[config.mk]
export PLATFORM = sky130hd
export DESIGN_NAME = uwire_shifter
export DESIGN_NICKNAME = d
export VERILOG_FILES = /design/src/rtl/uwire_shifter.sv
export SDC_FILE = /design/constraint.sdc
export NUM_CORES = 1
export LEC_CHECK = 0
export BUFFER_PORTS_ARGS = -buffer_cell sky130_fd_sc_hd__clkbuf_2
export CAP_MARGIN = 20
export CORE_MARGIN = 2
export CORE_UTILIZATION = 30
export CTS_BUF_LIST = sky130_fd_sc_hd__clkbuf_4
export DETAILED_ROUTE_END_ITERATION = 8
export PLACE_DENSITY = 0.54
export SKIP_CTS_REPAIR_TIMING = 1
export SLEW_MARGIN = 5
export SYNTH_ARGS = -nofsm -noshare
export SYNTH_HDL_FRONTEND = slang
export SYNTH_SLANG_ARGS = --single-unit
[constraint.sdc]
create_clock -name clk -period 2.3 [get_ports clk]
set_clock_uncertainty 0.2 [all_clocks]
set_input_delay 0.115 -clock clk [delete_from_list [all_inputs] [get_ports clk]]
set_output_delay 0.115 -clock clk [all_outputs]
set_load 0.01 [all_outputs]
[src/rtl/uwire_shifter.sv]
module uwire_shifter #(
  parameter int HALF_DIV = 4,
  parameter int DW       = 8,
  parameter int TMO_W    = 12,
  localparam int CW      = $clog2(DW + 1),
  localparam int DVW     = $clog2(HALF_DIV + 1)
) (
  input  logic             clk,
  input  logic             rst_n,
  input  logic             cmd_valid,
  input  logic             cmd_read,
  input  logic [CW-1:0]    cmd_count,
  input  logic             cmd_release,
  input  logic             cmd_wait,
  input  logic [TMO_W-1:0] tmo_limit,
  input  logic             data_wr,
  input  logic [DW-1:0]    data_in,
  output logic [DW-1:0]    data_out,
  output logic             busy,
  output logic             err,
  output logic             done_irq,
  output logic             sclk,
  output logic             sd_out,
  output logic             sd_oe,
  input  logic             sd_in
);

  typedef enum logic [1:0] {S_IDLE, S_SHIFT, S_WAIT} st_t;

  st_t              st;
  logic [DW-1:0]    shreg;
  logic [DVW-1:0]   dcnt;
  logic [CW-1:0]    bits_left;
  logic [TMO_W-1:0] wcnt;
  logic             rd_q, rel_q, wait_q;
  logic             sclk_q, oe_q, err_q, irq_q;

  wire          tick  = (dcnt == DVW'(HALF_DIV - 1));
  wire [CW-1:0] n_cmd = (cmd_count > CW'(DW)) ? CW'(DW) : cmd_count;

  assign busy     = (st != S_IDLE);
  assign data_out = shreg;
  assign sclk     = sclk_q;
  assign sd_out   = shreg[DW-1];
  assign sd_oe    = oe_q;
  assign err      = err_q;
  assign done_irq = irq_q;

  always_ff @(posedge clk or negedge rst_n) begin
    if (!rst_n) begin
      st        <= S_IDLE;
      shreg     <= '0;
      dcnt      <= '0;
      bits_left <= '0;
      wcnt      <= '0;
      rd_q      <= 1'b0;
      rel_q     <= 1'b0;
      wait_q    <= 1'b0;
      sclk_q    <= 1'b0;
      oe_q      <= 1'b0;
      err_q     <= 1'b0;
      irq_q     <= 1'b0;
    end else begin
      irq_q <= 1'b0;
      case (st)
        S_IDLE: begin
          if (data_wr) shreg <= data_in;
          if (cmd_valid) begin
            err_q <= 1'b0;
            if (n_cmd != '0) begin
              st        <= S_SHIFT;
              dcnt      <= '0;
              sclk_q    <= 1'b0;
              bits_left <= n_cmd;
              rd_q      <= cmd_read;
              rel_q     <= cmd_release;
              wait_q    <= cmd_wait;
              oe_q      <= !cmd_read;
              if (cmd_read) shreg <= '0;
            end
          end
        end
        S_SHIFT: begin
          if (cmd_valid) err_q <= 1'b1;
          dcnt <= tick ? '0 : dcnt + DVW'(1);
          if (tick) begin
            sclk_q <= !sclk_q;
            if (!sclk_q) begin
              if (rd_q) shreg <= {shreg[DW-2:0], sd_in};
            end else begin
              if (!rd_q) shreg <= {shreg[DW-2:0], 1'b0};
              bits_left <= bits_left - CW'(1);
              if (bits_left == CW'(1)) begin
                if (rel_q || wait_q) oe_q <= 1'b0;
                if (wait_q) begin
                  st   <= S_WAIT;
                  wcnt <= '0;
                end else begin
                  st    <= S_IDLE;
                  irq_q <= 1'b1;
                end
              end
            end
          end
        end
        S_WAIT: begin
          if (cmd_valid) err_q <= 1'b1;
          if (sd_in) begin
            st    <= S_IDLE;
            irq_q <= 1'b1;
          end else if (wcnt == tmo_limit) begin
            st    <= S_IDLE;
            irq_q <= 1'b1;
            err_q <= 1'b1;
          end else begin
            wcnt <= wcnt + TMO_W'(1);
          end
        end
        default: st <= S_IDLE;
      endcase
    end
  end

endmodule

Yosys cells after proc, flatten, opt, wreduce, memory -nomap -nowiden
Index checks and enable logic that the tools add are counted.
- bits in read-only memories: 0
- register bits: 36
- memories: 0
- bits in writable memories: 0
- word-level logic and storage cells: 109
- output and inout bits: 14
- bits in latches: 0
- bitwise gates (word level): 0
- multiply operators: 0
- divide/modulo/power cells: 0
- eq/ne operators: 17
- shifts and indexed selects: 0
- magnitude comparators: 1
- reduce and logical (&&, ||, !) cells: 18
- muxes and demuxes: 58
- add/subtract/negate cells: 3
- operators by type and width (cell ; number):
    two-way mux 12 bit ; 6
    two-way mux 8 bit ; 8
    one-hot mux 12 bit (2 select lines) ; 1
    two-way mux 4 bit ; 5
    two-way mux 1 bit ; 19
    != test 2 bit (second input constant) ; 9
    two-way mux 2 bit ; 8
    one-hot mux 8 bit (2 select lines) ; 1
    AND reduction 7 bit ; 2
    adder 12 x 1 -> 12 bit (second input constant) ; 1
    == test 12 bit ; 1
    two-way mux 3 bit ; 3
    != test 3 bit (second input constant) ; 3
    one-hot mux 4 bit (2 select lines) ; 1
    AND reduction 4 bit ; 2
    one-hot mux 1 bit (2 select lines) ; 3
    one-hot mux 2 bit (3 select lines) ; 1
    one-hot mux 3 bit (2 select lines) ; 1
    AND reduction 3 bit ; 2
    AND reduction 6 bit ; 1
    nonzero test 2 bit ; 3
    AND reduction 5 bit ; 1
    == test 4 x 1 -> 1 bit (second input constant) ; 1
    greater-than comparator 4 bit (second input constant) ; 1
    other kinds (12) ; 13

Longest topological paths before layout
Gate-level depths: netlist of run 1.
- word-level depth: 6
- gate-level depth with buffers: 9
- gate-level depth less buffers: 7

Worst setup path after synthesis of run 1
OpenSTA, ideal clock, no wires.
- path kind: register to register
- from: reg st[1]
- to: reg shreg[0] (netlist: data_out[0])
- buffers on the path: 3
- setup slack: 0.080 ns
- arrival time: 1.899 ns
- stages on the path, launching flop included: 10
- period minus slack after synthesis: 2.220 ns
- path through: dfrtp_1 > inv_1 > ha_1 > clkbuf_1 > nor2b_1 > clkbuf_1 > a31o_1 > clkbuf_1 > o21ai_1 > a22o_1
- word-level cells in the longest chain between the ends: 3
- elaborated cells on any way between the ends: 8
- those cells by class: eq/ne: 4; mux: 1; reduce/logical: 3
- ends and longest elaborated chain (what ; RTL line ; RTL):
    from (decl) ; 30 ; st_t st;
    from (signal assigned) ; 51 ; st <= S_IDLE;
    from (signal assigned) ; 71 ; st <= S_SHIFT;
    from (signal assigned) ; 96 ; st <= S_WAIT;
    == test 2 x 1 -> 1 bit or logical NOT 2 bit (tied branches) ; 65 ; case (st)
    != test 3 bit (no source line), or another cell as far along ; - ;
    AND reduction 4 bit (no source line) ; - ;
    to (signal assigned) ; 67 ; if (data_wr) shreg <= data_in;
    to (signal assigned) ; 89 ; if (rd_q) shreg <= {shreg[DW-2:0], sd_in};
    to (signal assigned) ; 91 ; if (!rd_q) shreg <= {shreg[DW-2:0], 1'b0};
    to (decl) ; 31 ; logic [DW-1:0] shreg;
Parallel ways exist; a longest one is shown, timed or not.
A chain may end at the register's enable or synchronous reset.

Worst setup path in the final report of run 1
- from: reg dcnt[0]
- to: reg st[0]
- word-level cells in the longest chain between the ends: 3
- ends and longest elaborated chain (what ; RTL line ; RTL):
    from (decl) ; 32 ; logic [DVW-1:0] dcnt;
    from (signal assigned) ; 85 ; dcnt <= tick ? '0 : dcnt + DVW'(1);
    == test 3 x 2 -> 1 bit ; 38 ; wire tick = (dcnt == DVW'(HALF_DIV - 1));
    != test 2 bit (no source line) ; - ;
    AND reduction 6 bit (no source line) ; - ;
Every way passes these cells.

==> metrics, run 1 <==
Antenna Cells 0; asr flop ratio synth 1.00; Setup TNS 0 ns; Syn Std Cell Area about 0.0024 mm^2; worst slew pin tran 0.578 ns; Final setup viols 0; fmax between 400 and 500 MHz; vias in the first global route between 2000 and 2500; YS warnings 0; Die W approximately 93 um; total track usage 0.145; Post-synth top cells dfrtp_1 (36), nor2_1 (23), a21oi_1 (17); Mapped Nets 296; setup slack after layout slightly below 0.1 ns; Final Hold Vio Count 2; WP data required approximately 2.4 ns; leakage 1.36 nW; sequential share of the synthesized area 0.382; Worst-Skew Late Latency roughly 0.34 ns; RSZ-0062 raised after global routing true; status finished, violations left; post-synth top area share 0.382; DIE AREA ~0.0086 mm^2; Max FO, Critical Path 5; Worst VDD drop between 0.5 and 0.6 mV; H-tree depth 2; Area Overhead vs Synth 29.3%; Avg WL per Cell between 10 and 15 um; Tmin final between 2 and 2.5 ns; drt total wl about 6300 um; Routed Antenna Nets 0; Hold WS -0.0304 ns; Ports 46; Setup CP Type reg -> reg; mean area per synthesized cell approximately 9.2 um^2; TritonCTS clock tree yes; largest area contributor in the netlist dfrtp_1; Sink Count 36; ys flop type dfrtp_1; share of cells above drive strength 1 0.262; TritonCTS Buffers 5; clk slew on worst S/H paths approximately 0.11 ns; Hold/Removal Path Class in -> reg; Port Buffers 45; routability cong. around 0.81; largest cells by area after synthesis dfrtp_1 (38%), xor2_1 (4.8%), ha_1 (4.2%), nor2_1 (3.7%), a21oi_1 (3.6%); slowest CP cell or4b_4; number of max-cap violations 0; slowest stage delay, CP between 0.5 and 0.6 ns; Root Driver clkbuf_4; drt drc 0; Initial Util 0.307; antenna violations before repair 0; routed vias ~2200; global-route wire length before repair ~10000 um; largest net degree at the start of global routing 23; number of DRC markers in iteration 0 65; violations in the final reports negative hold slack; Final Max Tran Viols 0; crit share post-route 0.957; CP Data Arrival Time roughly 2.3 ns; most frequent cell after synthesis dfrtp_1; Final nets roughly 370; Slew HR 0.615; Synth Register Bits 36; Mapped Cells roughly 260; crit start category flip-flop; Post-synth EDFFs 0; HPWL Detailed ~4600 um; Unique masters post-synth 51; Die Ht ~93 um; worst-path cell chain ha_1, nand3b_2, or4b_4, and2_1, nor3b_1, o32a_1; vias per cell a little over 5; crit path capture type flip-flop; Max Buffers Root-to-Sink 2; row count 32; Remaining Overflow, GRT 0; Pwr Density approximately 940 mW/mm^2; DRT Pass-1 Iters 4; pre-CTS WS roughly 0.033 ns; area of the core 0.00769 mm^2
## cell type report
type	count	area, um^2
multi-input combinational	193	1420
inverter	15	56.3
tap	102	128
timing repair buffer	77	507
fill	812	4640
sequential	36	901
clock buffer	5	37.5
clock inverter	2	7.51
## power breakdown
group          switching (mW)  internal (mW)
combinational           0.857          0.719
sequential              0.156          0.817
clock                   0.215          0.107
## kinds of logic after synthesis
family                     Yosys count  synth area share
buffers and inverters               27            0.0477
xor gates and xnor gates            13            0.0483
AOI/OAI and AO/OA                   66             0.200
adders and majority gates            8            0.0424
and+or+nand+nor                     98             0.244
muxes                                8            0.0355
DFF                                 36             0.382
## worst paths after layout
| path | from | to | slack (ns) | cells after the start |
|---|---|---|---|---|
| worst max register to register | dcnt[0] | st[0] | 0.1 | 6 |
| worst min register to register | dcnt[0] | dcnt[0] | 0.30 | 1 |
| worst min-delay path | cmd_count[1] | bits_left[1] | -0.03 | 4 |
| min in group asynchronous | rst_n | data_out[7] | 0.08 | 2 |
| worst max-delay path | dcnt[0] | st[0] | 0.1 | 6 |
| max in group asynchronous | rst_n | wcnt[1] | 1.25 | 3 |
## sequential cells by signal, summed over array words and instances (netlist names)
signal     count
sclk           1
wait_q         1
wcnt          12
err            1
rd_q           1
done_irq       1
data_out       8
bits_left      4
st             2
sd_oe          1
rel_q          1
dcnt           3
## metal layers
metal | share of wire | vias up | track usage
met1 | 0.45 | 1070 | 0.194
met3 | 0.046 | 5 | 0.0285
li1 | - | 1087 | -
met2 | 0.49 | 55 | 0.243
met4 | 0.011 | 0 | 0.0368
met5 | 0 | - | 0
## critical path: cells and delay by family (launching register included)
family	cells	cell delay, ns
AO/OA/AOI/OAI	1	0.18
adder cells (fa/ha/maj)	1	0.21
flip-flops	1	0.39
AND/OR/NAND/NOR	4	1.16
## per-stage QoR
stage               instance area, um^2  hold slack (ns)  utilization  std cells  total power, mW
finish                             3050          -0.0304        0.397        430             2.87
global placement                   2780          -0.0496        0.362        408             2.48
global route                       3050          0.00657        0.397        430             3.12
floorplan                          2360           -0.381            -        256             1.97
CTS                                2830           -0.434        0.368        415             2.82
detailed placement                 2780          -0.0471        0.362        408             2.49
## placed cells by master (no fill, tap or decap), types with 6 or more instances in the layout
cell type,n
clkbuf_2,45
dfrtp_1,36
nor2_1,23
a21oi_1,17
buf_4,16
dlygate4sd3_1,15
inv_1,14
nand2_1,14
xor2_1,13
nand2b_1,11
ha_1,8
nor3_1,7
nand3_1,7
a2bb2oi_1,7
o21ai_1,6
No activity file was read; power rests on OpenSTA's default activity.
==> run 2, diff against run 1 <==
--- a/config.mk
+++ b/config.mk
@@ -5,6 +5,7 @@
 export SDC_FILE = /design/constraint.sdc
 export NUM_CORES = 1
 export LEC_CHECK = 0
+export ABC_AREA = 1
 export BUFFER_PORTS_ARGS = -buffer_cell sky130_fd_sc_hd__clkbuf_2
 export CAP_MARGIN = 20
 export CORE_MARGIN = 2
==> run 2 against run 1 <==
Compared with the run above: the run still ends with negative hold slack left; power increased by 6.6%; critical path depth increased by 4; combinational power about the same; fmax increased by 5.9%; register-to-register slack improved by 0.12 ns; non-clock buffer count decreased by 12; sequential power increased by 2.6%; routed wire length decreased by 5.7%; global-route usage decreased by 0.42 points; synthesized area increased by 3.4%; core utilization decreased by 1.4 points; first-iteration DRC count increased by 25%.
==> metrics, run 2 <==
status finished, violations left; violations in the final reports negative hold slack; drt total wl 5940 um; Final nets 440; crit share post-route 0.904; ys flop type dfrtp_1; Root Driver clkbuf_4; area of the multi-input gates about 0.0013 mm^2; Synth Register Bits 36; mean area per synthesized cell roughly 7.2 um^2; drt drc 0; CP Data Arrival Time 2.18 ns; Detail Route met2 WL about 2900 um; Biggest register wcnt; Routed Antenna Nets 0; DRT Pass-1 Iters 5; Hold Path Depth 5; DIE AREA about 0.009 mm^2; met3 wire len ~210 um; Setup TNS 0 ns; Port Buffers between 40 and 50; share of cells above drive strength 1 0.200; most frequent cell after synthesis nand2_1; Avg WL per Cell approximately 12 um; Unique masters post-synth 33; Worst VDD drop around 0.47 mV; vias per cell 4.59; Die Ht ~94 um; Max FO, Critical Path 17; routability cong. 0.794; Tmin final just over 2 ns; total track usage 0.141; TritonCTS clock tree yes; Pwr Density 1020 mW/mm^2; worst slew pin tran 0.473 ns; DP Area roughly 0.0028 mm^2; asr flop ratio synth 1.00; Final Hold Vio Count 7; Initial Util 0.313; r2r endpoint wcnt[7]; Crit Reg-Reg Startpoint st[1]; Slew HR 0.685; antenna violations before repair 0; area occupied by registers 901 um^2; worst-path cell chain inv_1, ha_1, inv_6, nor2_2, nor2_4, nand2_2, nor3_4, buf_4, nand3_1, nand2_1; Mapped Cells about 340; Buffers & Inverters on Critical Path 3; H-tree depth 2; Ports between 40 and 50; Total Power 3.06 mW; slowest stage delay, CP 0.41 ns; largest area contributor in the netlist dfrtp_1; fmax 481 MHz; global-route wire length before repair 10000 um; setup slack after layout 0.221 ns; Sink Count 36; fin area roughly 0.0030 mm^2; area of the core between 0.007 and 0.008 mm^2; largest cells by area after synthesis dfrtp_1 (37%), nand2_1 (15%), inv_1 (6.2%), nor2_1 (4.8%), nand3_1 (4.5%); Die W 94.2 um; Hold WS -0.0521 ns; Post-synth top cells nand2_1 (97), inv_1 (40), dfrtp_1 (36); max reg flops 12; crit start category flip-flop; sequential share of the synthesized area 0.369; Worst-Skew Late Latency about 0.35 ns; Hold/Removal Path Class in -> reg; cell class contributing the biggest share of worst-path delay simple AND/OR/NAND/NOR gates; r2r setup slk 0.22 ns; RSZ-0062 raised after global routing false; slowest CP cell dfrtp_1; vias in the first global route between 2000 and 2500; Setup CP Type reg -> reg; R2R cell count 10; most frequent cells in the layout nand2_1 (97), clkbuf_2 (45), inv_1 (40); Area Overhead vs Synth 22.4%; TritonCTS Buffers 5; number of max-cap violations 0; row count 32; Min-Delay Startpoint data_in[4]; Syn Std Cell Area 0.00244 mm^2; routed vias 2309; HPWL Detailed 4550 um; pre-CTS WS between 0.2 and 0.25 ns; WP data required between 2 and 2.5 ns; leakage 1.47 nW; Post-synth EDFFs 0; Hold Path End data_out[4]; Antenna Cells 0; Top Metal Used met4; commonest non-fill, non-tap cell in the layout nand2_1; Mapped Nets about 380; Metal-1 WL 2760 um; crit path capture type flip-flop; Final setup viols 0; largest net degree at the start of global routing 37; post-synth top area share 0.369; Final Max Tran Viols 0; YS warnings 0; Remaining Overflow, GRT 0; clk slew on worst S/H paths approximately 0.12 ns; number of DRC markers in iteration 0 between 80 and 90; Max Buffers Root-to-Sink 2; fillers around 850
## run 2: changes by cell type after synthesis, sizes merged, moves of 5 or more
cell,change
a2bb2oi,-7
nand2,+86
xor2,-8
xnor2,+6
o31ai,-5
o41ai,-6
inv,+29
a21oi,-5
nand2b,-11
o21ai,+10
nand3,+17
mux2i,-5
nor2,+12
## run 2: cells by family (layout without fill, tap and decap cells)
family | count (synthesis) | count (layout) | share of synthesized area
compound gates | 50 | 50 | 0.118
buf+inv | 53 | 117 | 0.0990
fa+ha+maj | 8 | 8 | 0.0410
simple gates | 178 | 178 | 0.326
mux | 1 | 1 | 0.00462
xor+xnor | 11 | 11 | 0.0426
flops | 36 | 36 | 0.369
## run 2: how the worst max path moves through the flow
stage               startpoint  endpoint  slack [ns]  cells past startpoint
global placement         st[1]   wcnt[2]        0.32                     10
global route             st[1]   wcnt[7]        0.08                     10
CTS                      st[1]   wcnt[9]        0.20                     10
detailed placement       st[1]   wcnt[9]        0.22                     10
finish                   st[1]   wcnt[7]        0.22                     10
floorplan                st[1]   wcnt[3]        0.47                     12
## run 2: routing by layer
layer  vias to the layer above  track usage
li1                       1207            -
met1                      1058        0.179
met2                        39        0.244
met3                         5       0.0313
met4                         0       0.0326
met5                         -            0
## run 2: cell type report
class                      instances  area share
clock buffer                       5      0.0126
clock inverter                     3      0.0142
inverter                          44      0.0570
multi-input combinational        248       0.434
sequential                        36       0.302
tap                              102      0.0427
timing repair buffer              65       0.137
## run 2: power by group
group	leakage (nW)	internal (mW)	switching (mW)	total (mW)
clock	0.0412	0.227	0.231	0.458
sequential	0.465	0.834	0.164	0.998
combinational	0.964	0.633	0.969	1.60
total	1.47	1.69	1.36	3.06
## run 2: per-stage QoR
step,cells,hold WS [ns],util
final,503,-0.0521,0.383
after floorplan,337,-0.381,-
after global placement,481,0.00198,0.354
after detailed placement,481,0.00119,0.354
after CTS,489,-0.393,0.365
after global routing,503,0.00279,0.383
## run 2: worst register-to-register path: cells and delay by family (launching register included)
family / cells / cell delay [ns]
simple gates: 6 / 0.66
flops: 1 / 0.41
buf+inv: 3 / 0.48
fa+ha+maj: 1 / 0.29
==> run 3, diff against run 2 <==
--- a/config.mk
+++ b/config.mk
@@ -8,11 +8,13 @@
 export ABC_AREA = 1
 export BUFFER_PORTS_ARGS = -buffer_cell sky130_fd_sc_hd__clkbuf_2
 export CAP_MARGIN = 20
+export CORE_ASPECT_RATIO = 0.5
 export CORE_MARGIN = 2
 export CORE_UTILIZATION = 30
-export CTS_BUF_LIST = sky130_fd_sc_hd__clkbuf_4
+export CTS_BUF_LIST = sky130_fd_sc_hd__clkbuf_16
 export DETAILED_ROUTE_END_ITERATION = 8
 export PLACE_DENSITY = 0.54
+export RECOVER_POWER = 100
 export SKIP_CTS_REPAIR_TIMING = 1
 export SLEW_MARGIN = 5
 export SYNTH_ARGS = -nofsm -noshare
==> run 3 against run 2 <==
Compared with the run above: the run still ends with negative hold slack left; register-to-register slack lost 0.05 ns; worst setup slack worse by 0.049 ns; fmax is 2.3% lower.
==> metrics, run 3 (same netlist as run 2, synthesis figures left out) <==
worst-path cell chain inv_1, ha_2, inv_6, nor2_1, nor2_4, nand2_2, nor3_4, buf_4, nand3_1, nand2_1; Setup CP Type reg -> reg; Biggest register wcnt; area of the core 0.00794 mm^2; Die Ht between 60 and 70 um; Routed Antenna Nets 0; CP Data Arrival Time around 2.1 ns; number of max-cap violations 0; Port Buffers 45; largest net degree at the start of global routing 37; number of DRC markers in iteration 0 around 220; global-route wire length before repair a little under 10000 um; vias per cell about 4.5; crit share post-route 0.925; r2r endpoint wcnt[3]; Remaining Overflow, GRT 0; crit path capture type flip-flop; Ports 46; slowest stage delay, CP ~0.4 ns; Tmin final about 2.1 ns; commonest non-fill, non-tap cell in the layout nand2_1; DRT Pass-1 Iters 4; Worst VDD drop between 0.3 and 0.4 mV; Max Buffers Root-to-Sink 2; Hold/Removal Path Class in -> reg; Max FO, Critical Path 17; vias in the first global route 2090; Final Max Tran Viols 0; Min-Delay Startpoint data_in[0]; Worst-Skew Late Latency around 0.28 ns; leakage approximately 1.4 nW; Initial Util 0.307; row count 23; clk slew on worst S/H paths approximately 0.060 ns; Root Driver clkbuf_16; Hold Path Depth 3; Final setup viols 0; Hold Path End data_out[0]; share of cells above drive strength 1 0.170; Slew HR 0.382; fmax about 470 MHz; max reg flops 12; antenna violations before repair 0; R2R cell count 10; Setup TNS 0 ns; DIE AREA around 0.0089 mm^2; Final Hold Vio Count 4; r2r setup slk around 0.17 ns; Antenna Cells 0; total track usage 0.138; HPWL Detailed between 4000 and 5000 um; Sink Count 36; routed vias approximately 2300; status finished, violations left; Pwr Density approximately 1100 mW/mm^2; drt total wl ~5900 um; Area Overhead vs Synth 21.2%; RSZ-0062 raised after global routing false; TritonCTS clock tree yes; Crit Reg-Reg Startpoint st[1]; H-tree depth 2; crit start category flip-flop; most frequent cells in the layout nand2_1 (97), inv_1 (40), dfrtp_1 (36); worst slew pin tran between 0.9 and 1 ns; Hold WS -0.0105 ns; TritonCTS Buffers 5; WP data required about 2.3 ns; Final nets ~430; Die W about 130 um; drt drc 0; Avg WL per Cell between 10 and 15 um; slowest CP cell dfrtp_1; violations in the final reports negative hold slack; routability cong. 0.795
## run 3: cell types whose count changed in the layout (fill, tap and decap cells not counted), moves of 2 or more
cell / previous run / this run
clkbuf_4: 5 / 0
clkbuf_16: 0 / 5
o21ai_1: 6 / 4
o21ai_0: 14 / 16
clkbuf_2: 45 / 33
clkbuf_1: 0 / 15
dlygate4sd3_1: 14 / 4
## run 3: worst max-delay path, delay by kind of cell, from the launching register on
family                   cells  cell delay, ns
adder cells (fa/ha/maj)      1            0.25
buffers and inverters        3            0.44
flip-flops                   1            0.40
AND/OR/NAND/NOR              6            0.78
## run 3: layout make-up
type,instances,area (um^2)
inverter,44,170
timing repair buffer,59,314
clock inverter,3,13.8
clock buffer,5,125
multi-input combinational,248,1290
sequential,36,901
fill,873,4990
tap,112,140
## run 3: worst max path at each step
stage,startpoint,endpoint,slack (ns),cells past startpoint
after floorplan,st[1],wcnt[3],0.47,12
after global placement,st[1],wcnt[3],0.17,10
after detailed placement,st[1],wcnt[3],0.07,10
after CTS,st[1],wcnt[3],0.04,10
after global routing,st[1],wcnt[10],0.02,10
final,st[1],wcnt[3],0.17,10
## run 3: through the flow
step                instance area [um^2]   util  setup slack (ns)  total power, mW  std cells
finish                              2960  0.372             0.171             3.22        507
global route                        2960  0.372            0.0218             3.54        507
CTS                                 2930  0.369            0.0422             3.28        501
detailed placement                  2790  0.352            0.0661             2.61        493
global placement                    2790  0.352             0.166             2.62        493
floorplan                           2440      -             0.467             2.16        337
## run 3: routing by layer
layer,track usage,routed length [um],vias to the layer above
met4,0.0530,82,0
met2,0.237,2700,44
met3,0.0285,214,7
met1,0.174,2880,1026
li1,-,-,1195
met5,0,0,-
## run 3: where the power goes
group          switching (mW)  total [mW]  internal, mW
clock                   0.251       0.644         0.393
sequential              0.154       0.992         0.837
combinational           0.975        1.59         0.611
total                    1.38        3.22          1.84
